$ cat config.mk
export PLATFORM = sky130hd
export DESIGN_NAME = gpio_irq_port
export DESIGN_NICKNAME = d
export VERILOG_FILES = /design/src/rtl/gpio_port_pkg.sv /design/src/rtl/gpio_in_sync.sv /design/src/rtl/gpio_evt_unit.sv /design/src/rtl/gpio_reg_bank.sv /design/src/rtl/gpio_irq_port.sv
export SDC_FILE = /design/constraint.sdc
export NUM_CORES = 1
export LEC_CHECK = 0
export ABC_CLOCK_PERIOD_IN_PS = 5600
export CORE_ASPECT_RATIO = 1.25
export CORE_UTILIZATION = 65
export CTS_CLUSTER_SIZE = 12
export DETAILED_ROUTE_END_ITERATION = 7
export DONT_BUFFER_PORTS = 1
export GPL_TIMING_DRIVEN = 0
export PLACE_DENSITY = 0.83
export SLEW_MARGIN = 10
export SYNTH_ARGS = -nofsm -noshare
export SYNTH_HDL_FRONTEND = slang
export SYNTH_SLANG_ARGS = --single-unit
$ cat constraint.sdc
create_clock -name clk -period 5.6 [get_ports clk]
set_input_delay 1.12 -clock clk [delete_from_list [all_inputs] [get_ports clk]]
set_output_delay 1.12 -clock clk [all_outputs]
set_load 0.01 [all_outputs]
$ cat src/rtl/gpio_port_pkg.sv
package gpio_port_pkg;

  localparam int NUM_REGS    = 8;
  localparam int NUM_CFG     = 6;
  localparam int PORT_STRIDE = 16;

  // Register identifiers; the first NUM_CFG are software-writable storage.
  typedef enum logic [2:0] {
    RID_DRV_VAL = 3'd0,
    RID_DRV_EN  = 3'd1,
    RID_CAP_EN  = 3'd2,
    RID_LINE_EN = 3'd3,
    RID_LVL_SEL = 3'd4,
    RID_POL_SEL = 3'd5,
    RID_PIN_IN  = 3'd6,
    RID_STAT    = 3'd7
  } reg_id_e;

  // Write view selected by address bits [3:2].
  typedef enum logic [1:0] {
    SUB_PLAIN = 2'd0,
    SUB_SET   = 2'd1,
    SUB_CLR   = 2'd2,
    SUB_NONE  = 2'd3
  } sub_e;

  function automatic int unsigned reg_base(input int idx);
    case (idx)
      0:       return 32'h0700;
      1:       return 32'h0B00;
      2:       return 32'h1000;
      3:       return 32'h1100;
      4:       return 32'h1200;
      5:       return 32'h1300;
      6:       return 32'h0900;
      default: return 32'h1400;
    endcase
  endfunction

endpackage

$ cat src/rtl/gpio_in_sync.sv
module gpio_in_sync #(
  parameter int W      = 32,
  parameter int STAGES = 2
) (
  input  logic         clk,
  input  logic         rst,
  input  logic [W-1:0] d,
  output logic [W-1:0] q
);

  logic [STAGES-1:0][W-1:0] chain;

  always_ff @(posedge clk) begin
    if (rst) begin
      chain <= '0;
    end else begin
      chain[0] <= d;
      for (int s = 1; s < STAGES; s++) chain[s] <= chain[s-1];
    end
  end

  assign q = chain[STAGES-1];

endmodule

$ cat src/rtl/gpio_evt_unit.sv
module gpio_evt_unit #(
  parameter int W = 32
) (
  input  logic         clk,
  input  logic         rst,
  input  logic [W-1:0] sync_i,
  input  logic [W-1:0] lvl_i,
  input  logic [W-1:0] pol_i,
  input  logic [W-1:0] cap_en_i,
  input  logic [W-1:0] line_en_i,
  input  logic [W-1:0] clr_i,
  output logic [W-1:0] stat_o,
  output logic         irq_o
);

  logic [W-1:0] prev_q;
  logic [W-1:0] evt;
  logic [W-1:0] stat_q;
  logic [W-1:0] stat_d;
  logic         irq_q;

  genvar p;
  for (p = 0; p < W; p++) begin : g_pin
    logic active;
    assign active = (sync_i[p] == pol_i[p]);
    assign evt[p] = lvl_i[p] ? active : (active && (sync_i[p] != prev_q[p]));
  end

  // A new event outranks a simultaneous clear on the same bit.
  assign stat_d = (stat_q & ~clr_i) | (evt & cap_en_i);

  always_ff @(posedge clk) begin
    if (rst) begin
      prev_q <= '0;
      stat_q <= '0;
      irq_q  <= 1'b0;
    end else begin
      prev_q <= sync_i;
      stat_q <= stat_d;
      irq_q  <= |(stat_q & line_en_i);
    end
  end

  assign stat_o = stat_q;
  assign irq_o  = irq_q;

endmodule

$ cat src/rtl/gpio_reg_bank.sv
module gpio_reg_bank
  import gpio_port_pkg::*;
#(
  parameter int W        = 32,
  parameter int DW       = 32,
  parameter int ADDR_W   = 13,
  parameter int PORT_IDX = 0
) (
  input  logic              clk,
  input  logic              rst,
  input  logic [ADDR_W-1:0] addr,
  input  logic              wr,
  input  logic              rd,
  input  logic [DW-1:0]     wdata,
  output logic [DW-1:0]     rdata,
  input  logic [W-1:0]      pin_sync_i,
  input  logic [W-1:0]      stat_i,
  output logic [W-1:0]      drv_val_o,
  output logic [W-1:0]      drv_en_o,
  output logic [W-1:0]      cap_en_o,
  output logic [W-1:0]      line_en_o,
  output logic [W-1:0]      lvl_o,
  output logic [W-1:0]      pol_o,
  output logic [W-1:0]      clr_o
);

  localparam int unsigned PORT_OFS = PORT_IDX * PORT_STRIDE;

  logic [NUM_REGS-1:0]         hit;
  sub_e                        sub;
  logic [W-1:0]                wmask;
  logic [NUM_CFG-1:0][W-1:0]   cfg_q;
  logic [NUM_REGS-1:0][W-1:0]  rv;
  logic [W-1:0]                rsel;

  assign sub   = sub_e'(addr[3:2]);
  assign wmask = wdata[W-1:0];

  genvar r;
  for (r = 0; r < NUM_REGS; r++) begin : g_dec
    localparam int unsigned ABS = reg_base(r) + PORT_OFS;
    localparam logic [ADDR_W-1:0] ABS_A = ABS[ADDR_W-1:0];
    assign hit[r] = (addr[ADDR_W-1:4] == ABS_A[ADDR_W-1:4]) && (addr[1:0] == 2'b00);
  end

  genvar c;
  for (c = 0; c < NUM_CFG; c++) begin : g_cfg
    logic [W-1:0] q_r;
    always_ff @(posedge clk) begin
      if (rst) begin
        q_r <= '0;
      end else if (wr && hit[c]) begin
        case (sub)
          SUB_PLAIN: q_r <= wmask;
          SUB_SET:   q_r <= q_r | wmask;
          SUB_CLR:   q_r <= q_r & ~wmask;
          default:   q_r <= q_r;
        endcase
      end
    end
    assign cfg_q[c] = q_r;
  end

  assign drv_val_o = cfg_q[RID_DRV_VAL];
  assign drv_en_o  = cfg_q[RID_DRV_EN];
  assign cap_en_o  = cfg_q[RID_CAP_EN];
  assign line_en_o = cfg_q[RID_LINE_EN];
  assign lvl_o     = cfg_q[RID_LVL_SEL];
  assign pol_o     = cfg_q[RID_POL_SEL];

  // Status is cleared only through its clear view.
  assign clr_o = (wr && hit[RID_STAT] && (sub == SUB_CLR)) ? wmask : '0;

  assign rv[NUM_CFG-1:0] = cfg_q;
  assign rv[RID_PIN_IN]  = pin_sync_i;
  assign rv[RID_STAT]    = stat_i;

  always_comb begin
    rsel = '0;
    for (int i = 0; i < NUM_REGS; i++) begin
      if (hit[i]) rsel = rsel | rv[i];
    end
  end

  always_ff @(posedge clk) begin
    if (rst) begin
      rdata <= '0;
    end else if (rd) begin
      rdata <= DW'(rsel);
    end
  end

endmodule

$ cat src/rtl/gpio_irq_port.sv
module gpio_irq_port
  import gpio_port_pkg::*;
#(
  parameter int NPINS       = 32,
  parameter int DW          = 32,
  parameter int ADDR_W      = 13,
  parameter int PORT_IDX    = 0,
  parameter int SYNC_STAGES = 2
) (
  input  logic              clk,
  input  logic              rst,
  input  logic [ADDR_W-1:0] bus_addr,
  input  logic              bus_wr,
  input  logic              bus_rd,
  input  logic [DW-1:0]     bus_wdata,
  output logic [DW-1:0]     bus_rdata,
  input  logic [NPINS-1:0]  pin_in,
  output logic [NPINS-1:0]  pin_out,
  output logic [NPINS-1:0]  pin_oe,
  output logic              irq
);

  logic [NPINS-1:0] pin_sync;
  logic [NPINS-1:0] stat_q;
  logic [NPINS-1:0] cap_en_q;
  logic [NPINS-1:0] line_en_q;
  logic [NPINS-1:0] lvl_q;
  logic [NPINS-1:0] pol_q;
  logic [NPINS-1:0] stat_clr;

  gpio_in_sync #(
    .W      (NPINS),
    .STAGES (SYNC_STAGES)
  ) u_sync (
    .clk (clk),
    .rst (rst),
    .d   (pin_in),
    .q   (pin_sync)
  );

  gpio_reg_bank #(
    .W        (NPINS),
    .DW       (DW),
    .ADDR_W   (ADDR_W),
    .PORT_IDX (PORT_IDX)
  ) u_regs (
    .clk        (clk),
    .rst        (rst),
    .addr       (bus_addr),
    .wr         (bus_wr),
    .rd         (bus_rd),
    .wdata      (bus_wdata),
    .rdata      (bus_rdata),
    .pin_sync_i (pin_sync),
    .stat_i     (stat_q),
    .drv_val_o  (pin_out),
    .drv_en_o   (pin_oe),
    .cap_en_o   (cap_en_q),
    .line_en_o  (line_en_q),
    .lvl_o      (lvl_q),
    .pol_o      (pol_q),
    .clr_o      (stat_clr)
  );

  gpio_evt_unit #(
    .W (NPINS)
  ) u_evt (
    .clk       (clk),
    .rst       (rst),
    .sync_i    (pin_sync),
    .lvl_i     (lvl_q),
    .pol_i     (pol_q),
    .cap_en_i  (cap_en_q),
    .line_en_i (line_en_q),
    .clr_i     (stat_clr),
    .stat_o    (stat_q),
    .irq_o     (irq)
  );

endmodule

* After elaboration in Yosys (flattened, before gate mapping)
Index checks and enable logic that the tools add are counted.
Storage, ports and cells: word-level logic and storage cells 216, input port bits 81, register bits 353
Cells by class: multiplexer cells 47, reduce and logical (&&, ||, !) cells 58, bitwise gates (word level) 25, equality and inequality tests 74
Operator list (number):
- $pmux W32 S3 | 6
- $or A32 B32 Y32 | 14
- $and A32 B32 Y32 | 9
- $mux W32 | 9
- $not A32 Y32 | 2
- $logic_and A1 B1 Y1 | 48
- $eq A9 B9 Y1 const B | 5
- $eq A1 B1 Y1 | 32
- $mux W1 | 32
- $ne A1 B1 Y1 | 32
- $reduce_or A32 Y1 | 1
- $eq A9 B8 Y1 const B | 2
- $reduce_and A2 Y1 | 6
- $eq A9 B7 Y1 const B | 1
- $logic_not A2 Y1 | 2
- $reduce_bool A3 Y1 | 1
- $eq A2 B1 Y1 const B | 1
- $eq A2 B2 Y1 const B | 1

* Logic depth before layout (Yosys ltp)
depth in word-level cells 17, depth in mapped cells 8

* Hierarchy
From an unflattened synthesis, not the netlist that was laid out.
Second synthesis, totals: cell total of the unflattened synthesis 1764, area total of the unflattened synthesis 16040.4 um^2
Modules (own cells, without submodules):
- gpio_reg_bank | cells each 1215, area each 10981.8 um^2, times used 1, sequential area each 4484.3 um^2
- gpio_evt_unit | cells each 382, area each 2900.3 um^2, times used 1, sequential area each 1301.2 um^2
- gpio_in_sync | cells each 167, area each 2158.3 um^2, times used 1, sequential area each 1281.2 um^2

* Least setup slack after synthesis
Ideal clock, no wire load.
kind input -> register, from input bus_addr[5], to register u_regs.g_cfg[0].q_r[12] (netlist: u_regs.drv_val_o[12]), arrival 2690 ps, data required time 5454 ps, path slack 2764 ps, library setup time 146 ps, path buffers 2, cell stages on the path 6, cell sequence or4_4 > nor4b_4 > nor2b_1 > buf_4 > buf_2 > a211oi_2
Between the ends: longest elaborated chain between the ends 4
RTL lines:
- from (decl) | line gpio_irq_port.sv:12 | input logic [ADDR_W-1:0] bus_addr,
- $eq A9 B7 Y1 | line gpio_reg_bank.sv:43 | assign hit[r] = (addr[ADDR_W-1:4] == ABS_A[ADDR_W-1:4]) && (addr[1:0] == 2'b00);
- $logic_and A1 B1 Y1 | line gpio_reg_bank.sv:43
- $logic_and A1 B1 Y1 | line gpio_reg_bank.sv:52 | end else if (wr && hit[c]) begin
- $reduce_and A2 Y1 (no source line)
- to (signal assigned) | line gpio_reg_bank.sv:54 | SUB_PLAIN: q_r <= wmask;
- to (signal assigned) | line gpio_reg_bank.sv:55 | SUB_SET: q_r <= q_r | wmask;
- to (signal assigned) | line gpio_reg_bank.sv:56 | SUB_CLR: q_r <= q_r & ~wmask;
- to (decl) | line gpio_reg_bank.sv:48 | logic [W-1:0] q_r;
No other way between the ends. A chain may end at the register's enable or synchronous reset.

* Final worst setup path
from input bus_addr[5], to register u_regs.g_cfg[2].q_r[9] (netlist: u_regs.cap_en_o[9])
Between the ends: longest elaborated chain between the ends 4
RTL lines (line):
- $eq A9 B9 Y1 | gpio_reg_bank.sv:43
- $logic_and A1 B1 Y1 | gpio_reg_bank.sv:43
- $logic_and A1 B1 Y1 | gpio_reg_bank.sv:52
- $reduce_and A2 Y1 (no source line)
- to (signal assigned) | gpio_reg_bank.sv:54
- to (signal assigned) | gpio_reg_bank.sv:55
- to (signal assigned) | gpio_reg_bank.sv:56
- to (decl) | gpio_reg_bank.sv:48
No other way between the ends.

==> reports/metrics.yaml <==
route:
  wirelength_mm: 53.41
  ant_nets: 0
  via_per_inst: 7.518
  drc: 0
  firstDrtPassIters: 7
  vias: 13730
  wl_per_cell_um: 29.25
  drt_iter0_markers: 2177
yosys:
  synth_fa_ha_area_share_pct: 0.2585
  syn_nets: 1581
  yosysSeqAreaShare_pct: 48.67
  synth_compound_area_share_pct: 36.57
  synthFlopType: "dfxtp_1"
  postSynthCellCount: 1497
  synth_edf_count: 0
  synthArstFlopShare_pct: 0
  synth_area_per_cell_sq_um: 9.700
  synth_cell_types: 39
  synth_top_family_by_area: "compound AO/OA/AOI/OAI gates"
  synth-xor-area-share_pct: 3.860
  yosys.area_share.simple_pct: 5.834
  yosysWarnings: 0
  synthMuxAreaShare_pct: 0
  synth_seq_cells: 353
  syn_area_sq_mm: 0.01452
clocking:
  clk_pin_slew_worst_paths_ns: 0.06
  cts_sinks: 353
  cts_buffer_depth: 3
  insertion_delay_ns: 0.52
  cts_tree: "yes"
  cts_hold_repair.buffers: 0
  cts-buffers-inserted: 36
  htree_levels: 2
  cts_setup_buffers: 0
  post_cts_resized: 0
  root_buffer: "clkbuf_16"
critical_path:
  worst_r2r_endpoint: "u_evt.irq_o"
  critical_path_buf_inv_count: 2
  slowest_stage: "nor4_4"
  required_ns: 5.95
  path_cells: "nor4_1 > nand3_1 > buf_2 > nor4_4 > clkbuf_1 > a211oi_1"
  ff2ff_path_depth: 5
  criticalPathCategory: "in2reg"
  rrSetupSlack_ns: 3.82
  max_stage_delay_ns: 0.83
  r2r-start: "u_evt.stat_o[9]"
  start_kind: "input port"
  crit_fanout: 10
  path_delay_family: "simple AND/OR/NAND/NOR gates"
  worst_setup_path_end_kind: "register"
  cp.arrival_ns: 3.55
timing:
  period_share_pct: 57.12
  worstMarginPinSlew_ns: 1.204
  max_freq_ghz: 0.3126
  hold_viol_final: 0
  slew_headroom_pct: 19.72
  slew_viol_final: 0
  setup_viol: 0
  fin_setup_tns_ns: 0
  layout_min_cycle_time_ns: 3.198
  rsz0062_at_grt: "false"
  finalClockSkew_ns: 0.01214
floorplanning:
  initial_core_util_pct: 66.93
  core_sq_mm: 0.02170
  die_x_um: 135.7
  die_area_sq_mm: 0.02294
  ios: 178
  die_y_um: 169.1
  rows: 60
global_routing:
  gr-total-overflow: 0
  grt_pass1_vias: 13350
  antenna_found_initial: 0
  grt_start_max_net_pins: 13
  grt_usage_pct: 46.14
  grt_pass1_wl_mm: 78.69
hold_path:
  hold_class: "reg2reg"
  hold_depth: 1
  hp-start: "u_sync.chain[2]"
  min_delay_worst_endpoint: "u_sync.q[2]"
pwr:
  total_power_mw: 5.107
  ir_drop_uv: 310.1
  powerDensity_mw_per_mm2: 321.5
  leakagePower_nw: 5.226
final_layout:
  layout.nets: 1619
  synthToLayoutAreaGrowth_pct: 9.401
  fin_cells: 1826
  final_area_sq_mm: 0.01589
  drive_gt1_share_pct: 6.787
  antenna_cells: 0
placed_design:
  dp_hpwl_mm: 35.53
  dp.cells: 1776
  gp_congestion: 1.015
  port_buffers: 0
  placed_area_sq_mm: 0.01487
flow_run:
  max-cap-violations: 0
run_status:
  status: "complete, no violations"
[registers in the layout, indices dropped and copies added (netlist names)]
signal,cells
u_regs.pol_o,32
u_regs.line_en_o,32
u_regs.drv_val_o,32
u_regs.cap_en_o,32
u_evt.stat_o,32
u_evt.prev_q,32
u_sync.q,32
u_regs.lvl_o,32
u_regs.rdata,32
u_evt.irq_o,1
u_sync.chain,32
u_regs.drv_en_o,32
[how the worst max path moves through the flow]
stage | startpoint | end | slack (ns) | cells after the start
final | bus_addr[5] | u_regs.cap_en_o[9] | 2.40 | 6
after global routing | bus_addr[5] | u_regs.rdata[26] | 2.40 | 7
after CTS | bus_addr[5] | u_regs.cap_en_o[9] | 2.58 | 6
after detailed placement | bus_addr[5] | u_regs.cap_en_o[5] | 2.06 | 6
after global placement | bus_addr[5] | u_regs.cap_en_o[11] | 2.08 | 6
after floorplan | bus_addr[5] | u_regs.drv_val_o[12] | 2.76 | 6
[cells in the final DEF, fill, tap and decap left out, types with 5 or more instances in the layout]
| cell type | instances |
|---|---|
| clkbuf_1 | 105 |
| buf_4 | 5 |
| a211oi_2 | 28 |
| dfxtp_1 | 353 |
| nor2b_1 | 100 |
| inv_1 | 34 |
| clkbuf_16 | 37 |
| o21ai_0 | 64 |
| buf_2 | 21 |
| o21bai_1 | 31 |
| a221oi_1 | 36 |
| a211oi_1 | 196 |
| xnor2_1 | 32 |
| a22oi_1 | 104 |
| a21o_1 | 32 |
| xor2_1 | 32 |
| a21oi_1 | 224 |
| o211ai_1 | 32 |
| a31oi_1 | 31 |
| buf_1 | 8 |
[final cells by class]
cell class / count / area [sq um]
sequential: 353 / 7067
multi-input combinational: 976 / 6755
fill: 1615 / 5811
clock buffer: 49 / 1011
buffer: 134 / 570.5
tap: 279 / 349.1
inverter: 34 / 127.6
clock inverter: 1 / 5.005
[synthesized netlist by cell type (all sizes together) (4+ instances only)]
cell	n	area (sq um)
dfxtp	353	7067
a211oi	224	1822
a21oi	224	1121
a22oi	104	780.8
nor2b	100	625.6
clkbuf	97	364.1
o21ai	64	320.3
buf	37	206.5
a221oi	36	315.3
inv	34	127.6
a21o	32	240.2
o211ai	32	240.2
xnor2	32	280.3
xor2	32	280.3
a31oi	31	193.9
o21bai	31	232.7
a22o	4	35.03
nor2	4	15.01
nor4	4	55.05
[logic make-up (layout without fill, tap and decap cells)]
group,count (synthesis),count (layout)
xor gates and xnor gates,64,64
DFF,353,353
buffers and inverters,168,218
AOI/OAI and AO/OA,783,783
adders and majority gates,3,3
and+or+nand+nor,126,126
[routing by layer]
layer | vias up | global-route usage [%] | share of wire (%)
li1 | 5759 | - | -
met4 | 0 | 32.19 | 7.3
met3 | 294 | 13.15 | 13
met1 | 6523 | 54.82 | 35
met2 | 1152 | 71.45 | 45
met5 | - | 0 | 0
[per-stage QoR]
stage	hold WS, ns	util [%]	worst slack (ns)
after floorplan	0.4138	-	2.764
after global placement	0.4148	68.54	2.084
after detailed placement	0.4212	68.54	2.064
after CTS	0.4340	73.22	2.582
after global routing	0.4495	73.22	2.397
final	0.4321	73.22	2.402
[power by group]
part,internal (mW),switching [mW]
sequential,2.55,0.0314
combinational,0.0918,0.236
clock,1.24,0.954
Power figures use the tool's default switching activity.
